**src/rtl/pix_simd_pkg.sv**
```systemverilog
package pix_simd_pkg;
  localparam int unsigned DATA_W  = 32;
  localparam int unsigned N_WIDTH = 4;

  typedef enum logic [2:0] {
    OP_ADD  = 3'd0,
    OP_SUB  = 3'd1,
    OP_AVG  = 3'd2,
    OP_SADD = 3'd3,
    OP_SSUB = 3'd4
  } op_e;

  typedef enum logic [1:0] {
    LW_2  = 2'd0,
    LW_4  = 2'd1,
    LW_8  = 2'd2,
    LW_16 = 2'd3
  } lane_w_e;
endpackage

```
**src/rtl/pix_lane_alu.sv**
```systemverilog
module pix_lane_alu
  import pix_simd_pkg::*;
#(
  parameter int unsigned LW = 8
) (
  input  op_e           op_i,
  input  logic [LW-1:0] a_i,
  input  logic [LW-1:0] b_i,
  output logic [LW-1:0] res_o
);
  logic [LW:0] sum_w, dif_w;

  always_comb begin
    sum_w = {1'b0, a_i} + {1'b0, b_i};
    dif_w = {1'b0, a_i} - {1'b0, b_i};
    unique case (op_i)
      OP_ADD:  res_o = sum_w[LW-1:0];
      OP_SUB:  res_o = dif_w[LW-1:0];
      OP_AVG:  res_o = sum_w[LW:1];
      OP_SADD: res_o = sum_w[LW] ? '1 : sum_w[LW-1:0];
      OP_SSUB: res_o = dif_w[LW] ? '0 : dif_w[LW-1:0];
      default: res_o = a_i;
    endcase
  end

  // Lane-level invariants, checked against the operands
  always_comb begin
    if (op_i == OP_ADD)
      AST_ADD_INVERSE: assert (LW'(res_o - b_i) == a_i) else $error("add lane");
    if (op_i == OP_SUB)
      AST_SUB_INVERSE: assert (LW'(res_o + b_i) == a_i) else $error("sub lane");
    if (op_i == OP_AVG)
      AST_AVG_BOUND: assert ((res_o >= a_i || res_o >= b_i) &&
                             (res_o <= a_i || res_o <= b_i)) else $error("avg lane");
    if (op_i == OP_SADD)
      AST_SADD_NO_WRAP: assert (res_o >= a_i && res_o >= b_i) else $error("sadd lane");
    if (op_i == OP_SSUB)
      AST_SSUB_NO_WRAP: assert (res_o <= a_i) else $error("ssub lane");
  end
endmodule

```
**src/rtl/pix_lane_bank.sv**
```systemverilog
module pix_lane_bank
  import pix_simd_pkg::*;
#(
  parameter int unsigned WORD_W = 32,
  parameter int unsigned LW     = 8
) (
  input  op_e               op_i,
  input  logic [WORD_W-1:0] a_i,
  input  logic [WORD_W-1:0] b_i,
  output logic [WORD_W-1:0] res_o
);
  localparam int unsigned N_LANE = WORD_W / LW;

  for (genvar k = 0; k < N_LANE; k++) begin : g_lane
    pix_lane_alu #(.LW(LW)) u_lane (
      .op_i  (op_i),
      .a_i   (a_i[k*LW +: LW]),
      .b_i   (b_i[k*LW +: LW]),
      .res_o (res_o[k*LW +: LW])
    );
  end
endmodule

```
**src/rtl/pix_simd_unit.sv**
```systemverilog
module pix_simd_unit
  import pix_simd_pkg::*;
#(
  parameter int unsigned WORD_W = DATA_W
) (
  input  logic              clk_i,
  input  logic              rst_ni,
  input  logic              valid_i,
  input  logic [1:0]        lane_w_i,
  input  logic [2:0]        op_i,
  input  logic [WORD_W-1:0] src_a_i,
  input  logic [WORD_W-1:0] src_b_i,
  output logic [WORD_W-1:0] result_o,
  output logic              valid_o
);
  op_e               op_w;
  logic [WORD_W-1:0] bank_res [N_WIDTH];
  logic [WORD_W-1:0] res_d, res_q;
  logic              vld_q;

  assign op_w = op_e'(op_i);

  // One bank per lane width; the select picks a finished bank
  for (genvar g = 0; g < N_WIDTH; g++) begin : g_bank
    pix_lane_bank #(.WORD_W(WORD_W), .LW(2 << g)) u_bank (
      .op_i  (op_w),
      .a_i   (src_a_i),
      .b_i   (src_b_i),
      .res_o (bank_res[g])
    );
  end

  assign res_d = bank_res[lane_w_i];

  always_ff @(posedge clk_i or negedge rst_ni) begin
    if (!rst_ni) begin
      res_q <= '0;
      vld_q <= 1'b0;
    end else begin
      vld_q <= valid_i;
      if (valid_i) res_q <= res_d;
    end
  end

  assign result_o = res_q;
  assign valid_o  = vld_q;

  AST_VALID_PIPE: assert property (@(posedge clk_i) disable iff (!rst_ni)
    valid_i |=> valid_o) else $error("valid pipe");
  AST_VALID_IDLE: assert property (@(posedge clk_i) disable iff (!rst_ni)
    !valid_i |=> !valid_o) else $error("valid idle");
  AST_HOLD_RESULT: assert property (@(posedge clk_i) disable iff (!rst_ni)
    !valid_i |=> $stable(result_o)) else $error("result hold");
  AST_PASS_THRU: assert property (@(posedge clk_i) disable iff (!rst_ni)
    (valid_i && op_i > 3'd4) |=> result_o == $past(src_a_i)) else $error("pass");
  AST_RESET_CLEAR: assert property (@(posedge clk_i)
    !rst_ni |-> (result_o == '0 && !valid_o)) else $error("reset");
endmodule

```
**config.mk**
```make
export PLATFORM = sky130hd
export DESIGN_NAME = pix_simd_unit
export DESIGN_NICKNAME = d
export VERILOG_FILES = /design/src/rtl/pix_simd_pkg.sv /design/src/rtl/pix_lane_alu.sv /design/src/rtl/pix_lane_bank.sv /design/src/rtl/pix_simd_unit.sv
export SDC_FILE = /design/constraint.sdc
export NUM_CORES = 1
export LEC_CHECK = 0
export ABC_AREA = 1
export ABC_CLOCK_PERIOD_IN_PS = 800
export BUFFER_PORTS_ARGS = -buffer_cell sky130_fd_sc_hd__buf_2
export CAP_MARGIN = 20
export CORE_MARGIN = 3
export CORE_UTILIZATION = 40
export DETAILED_ROUTE_END_ITERATION = 8
export PLACE_DENSITY = 0.63
export SYNTH_ARGS = -nofsm -noshare
export SYNTH_HDL_FRONTEND = slang
export SYNTH_SLANG_ARGS = --single-unit
```
**constraint.sdc**
```tcl
create_clock -name clk_i -period 0.8 [get_ports clk_i]
set_input_delay 0.04 -clock clk_i [delete_from_list [all_inputs] [get_ports clk_i]]
set_output_delay 0.04 -clock clk_i [all_outputs]
set_load 0.01 [all_outputs]
```
==> impl_results.md <==
- Cell variety after synth: between 50 and 60
- PortBufs: around 100
- Critical path type: in2reg
- Worst clock skew: 0 ns
- Routed vias: between 10000 and 15000
- Max-cap check violation count: 0
- Final Non-Filler Cells: approximately 2600
- First-pass GRT wire length: 74100 µm
- GR Overflow Total: 0
- Failing checks: negative setup slack
- CTS Buffer Depth: 2
- Syn-to-layout area delta: 71.8%
- Reg area: 828 µm²
- Cells after Synth: ~1800
- Starting Density: 40.9%
- Post-Synth XOR/XNOR Area: 5.17%
- Worst slew pin tran: roughly 0.43 ns
- CTS tree: done
- Residual DRC: 0
- Max Slew Vio Count: 0
- Die footprint: ~27000 µm²
- Routability congestion estimate: between 1 and 1.5
- Setup_tns: -33.24 ns
- Final hold vios: 0
- Status: complete, but fails checks
- Die Ht: 164 µm
- Sequential fraction of the synthesis area: under 10%
- Die W: ~160 µm
- Worst R2R Setup Slack: about 0.01 ns
- Synth Area in Compound Gates: 20.0%
- Arrival @ worst endpoint: approximately 2.1 ns
- VDD IR max: 0.782 mV
- Syn_area_per_cell: around 5.7 µm²
- CTS root buf: clkbuf_16
- Htree depth: 2
- Area of the multi-input gates: 9770 µm²
- DRT Pass-1 Iters: 6
- Final worst slack: -1.07 ns
- Cts bufs inserted: 5
- Number of routed nets with antenna violations: 0
- Antenna diodes: 0
- GRT Total Usage: around a third
- Cell Area, Synth: between 9000 and 10000 µm²
- Wirelength per Cell: 18.1 µm
- DP HPWL: between 30000 and 40000 µm
- Tmin final: between 1.5 and 2 ns
- Total wire length: about 48000 µm
- CTS sink count: 33
- Post-placement cell area: 14600 µm²
- R2R Path Start: result_o[20]
- Core Rows: 57
- Req. time, crit path: roughly 1.0 ns
- RSZ-0062 raised after global routing: yes
- Largest net degree at the start of global routing: 34
- Leak Pwr: 8.74 nW
- Fill count: 2150
- Ys Warns: 0
- Endpoint class of the critical path: flop
- Clock slew at reported path FFs: around 0.07 ns
- Clk Latency, worst-skew pair: ~0.30 ns
- Synth async-reset ratio: between 90% and 100%
- Vias in the first global route: roughly 14000
- Placed cells: 2587
- Main combinational cell family by area after synthesis: simple AND/OR/NAND/NOR gates
- Top_reg_cell synth: dfrtp_1
- Period utilization: 234%
- Yosys reg bits: 33
- HP Class: in2reg
- Mux contribution to synthesized area: 0%
- Startpoint types: primary input
- I/O pin count: between 100 and 150
- # setup viols final: 65
- Pre-CTS WS: -1.53 ns
- Slew headroom: a little under three quarters
- Max frequency: between 0.5 and 0.6 GHz
- Adder-cell share of the synthesized area: roughly 16%
- Hold path start: src_a_i[16]
- Share of layout cells above drive strength 1: around 46%
- Synth Area in Simple Gates: 36.5%
- Design area: approximately 17000 µm²
- EDFF count, synth: 0
- Power Dens Cells: about 1000 nW/µm²
- # nets final: 2505
- Core ar.: between 20000 and 25000 µm²
- Initial DRC count: 1248
- CP max FO: 8
- Antenna violations before repair: 0
- Syn Nets: 1946
- Avg Vias per Cell: 5.37
- Crit. Startpoint: src_a_i[0]
[layout by cell type (no fill, tap or decap), types with 42 or more instances in the layout]
master	n
a21oi_2	52
nand2_2	66
a21oi_1	70
nor2_1	125
nand3_1	95
inv_1	185
o21ai_0	74
o21ai_1	50
ha_4	42
buf_4	488
nand2_1	423
inv_2	64
buf_2	76
[cell families after synthesis]
family | Yosys count
flops | 33
compound gates | 350
fa+ha+maj | 112
buf+inv | 335
simple gates | 873
xor+xnor | 59
[what timing repair did]
item	CTS	global route
endpoints found under the setup margin	65	65
hold buffers	1	0
buffers inserted	29	25
pin swaps	139	117
gates resized for setup	363	155
endpoints found under the hold margin	33	0
[critical path, stage by stage]
cell	delay, ns
buf_12	0.10
inv_12	0.03
ha_4	0.14
fa_2	0.37
inv_2	0.08
nand2_2	0.06
nand2_2	0.08
o21ai_4	0.09
o21ai_4	0.21
nand2_2	0.11
nand2_4	0.13
nand2_8	0.08
nand2_8	0.12
nand3_2	0.08
nand3b_1	0.16
nand2_1	0.07
nand2_1	0.06
nand2_1	0.05
nand2_1	0.05
[metrics by stage]
step / total power [mW] / util [%] / hold slack (ns)
3_5_place_dp: 12.9 / 59.7 / 0.0278
3_3_place_gp: 12.8 / 59.7 / 0.0252
5_1_grt: 19.0 / 70.2 / 0.0488
6_report: 17.9 / 70.2 / 0.0290
4_1_cts: 16.9 / 67.1 / 0.0240
2_1_floorplan: 7.57 / - / -0.256
[flip-flops by register name, summed over array words and instances (netlist names)]
name / flops
result_o: 32
valid_o: 1
[Yosys cell counts, drive strengths merged (3+ instances only)]
cell type  count  area [µm²]
nand2        518        1990
inv          257         965
nor2         163         644
o21ai        144         736
nand3        141         711
a21oi        131         674
ha            80        1000
xor2          54         473
buf           49         287
dfrtp         33         826
fa            32         641
clkbuf        28         105
nand4         22         138
nor3          15        75.1
o211ai        14         105
o2111ai       10        87.6
a211oi         7        52.6
a21boi         6        45.0
nand3b         6        45.0
o21bai         6        56.3
o22ai          6        37.5
a31oi          5        31.3
or2            5        31.3
xnor2          5        43.8
a221oi         4        35.0
o21a           3        22.5
o31ai          3        22.5
o32ai          3        26.3
[power by group]
group / internal, mW / switching (mW) / total, mW / leakage [nW]
clock network: 1.56 / 1.02 / 2.59 / 0.0831
logic: 5.96 / 7.28 / 13.2 / 8.27
registers: 1.91 / 0.182 / 2.09 / 0.390
total: 9.44 / 8.48 / 17.9 / 8.74
[metal layers]
metal | up-vias | routed length [µm] | global-route usage [%] | part of all wire [%]
met5 | - | 0 | 0 | 0
met2 | 695 | 23000 | 60.2 | 48
met1 | 6587 | 19200 | 43.1 | 40
met4 | 0 | 2320 | 16.4 | 4.8
li1 | 6790 | - | - | -
met3 | 144 | 3340 | 4.21 | 7.0
[area by class of cell]
cell class,count,area share (%)
clock buffers,6,0.808
inverters,258,5.94
well taps,324,2.36
clock inverters,2,0.218
repair buffers,629,29.0
flip-flops and latches,33,4.82
multi-input cells,1394,56.9
[final timing paths]
path,to,cells after the start
setup / recovery,result_o[13],19
hold / removal,result_o[16],3
setup reg to reg,result_o[20],3
hold reg to reg,result_o[11],2
max in group asynchronous,result_o[9],3
min in group asynchronous,result_o[21],3
No activity file was read; power rests on OpenSTA's default activity.
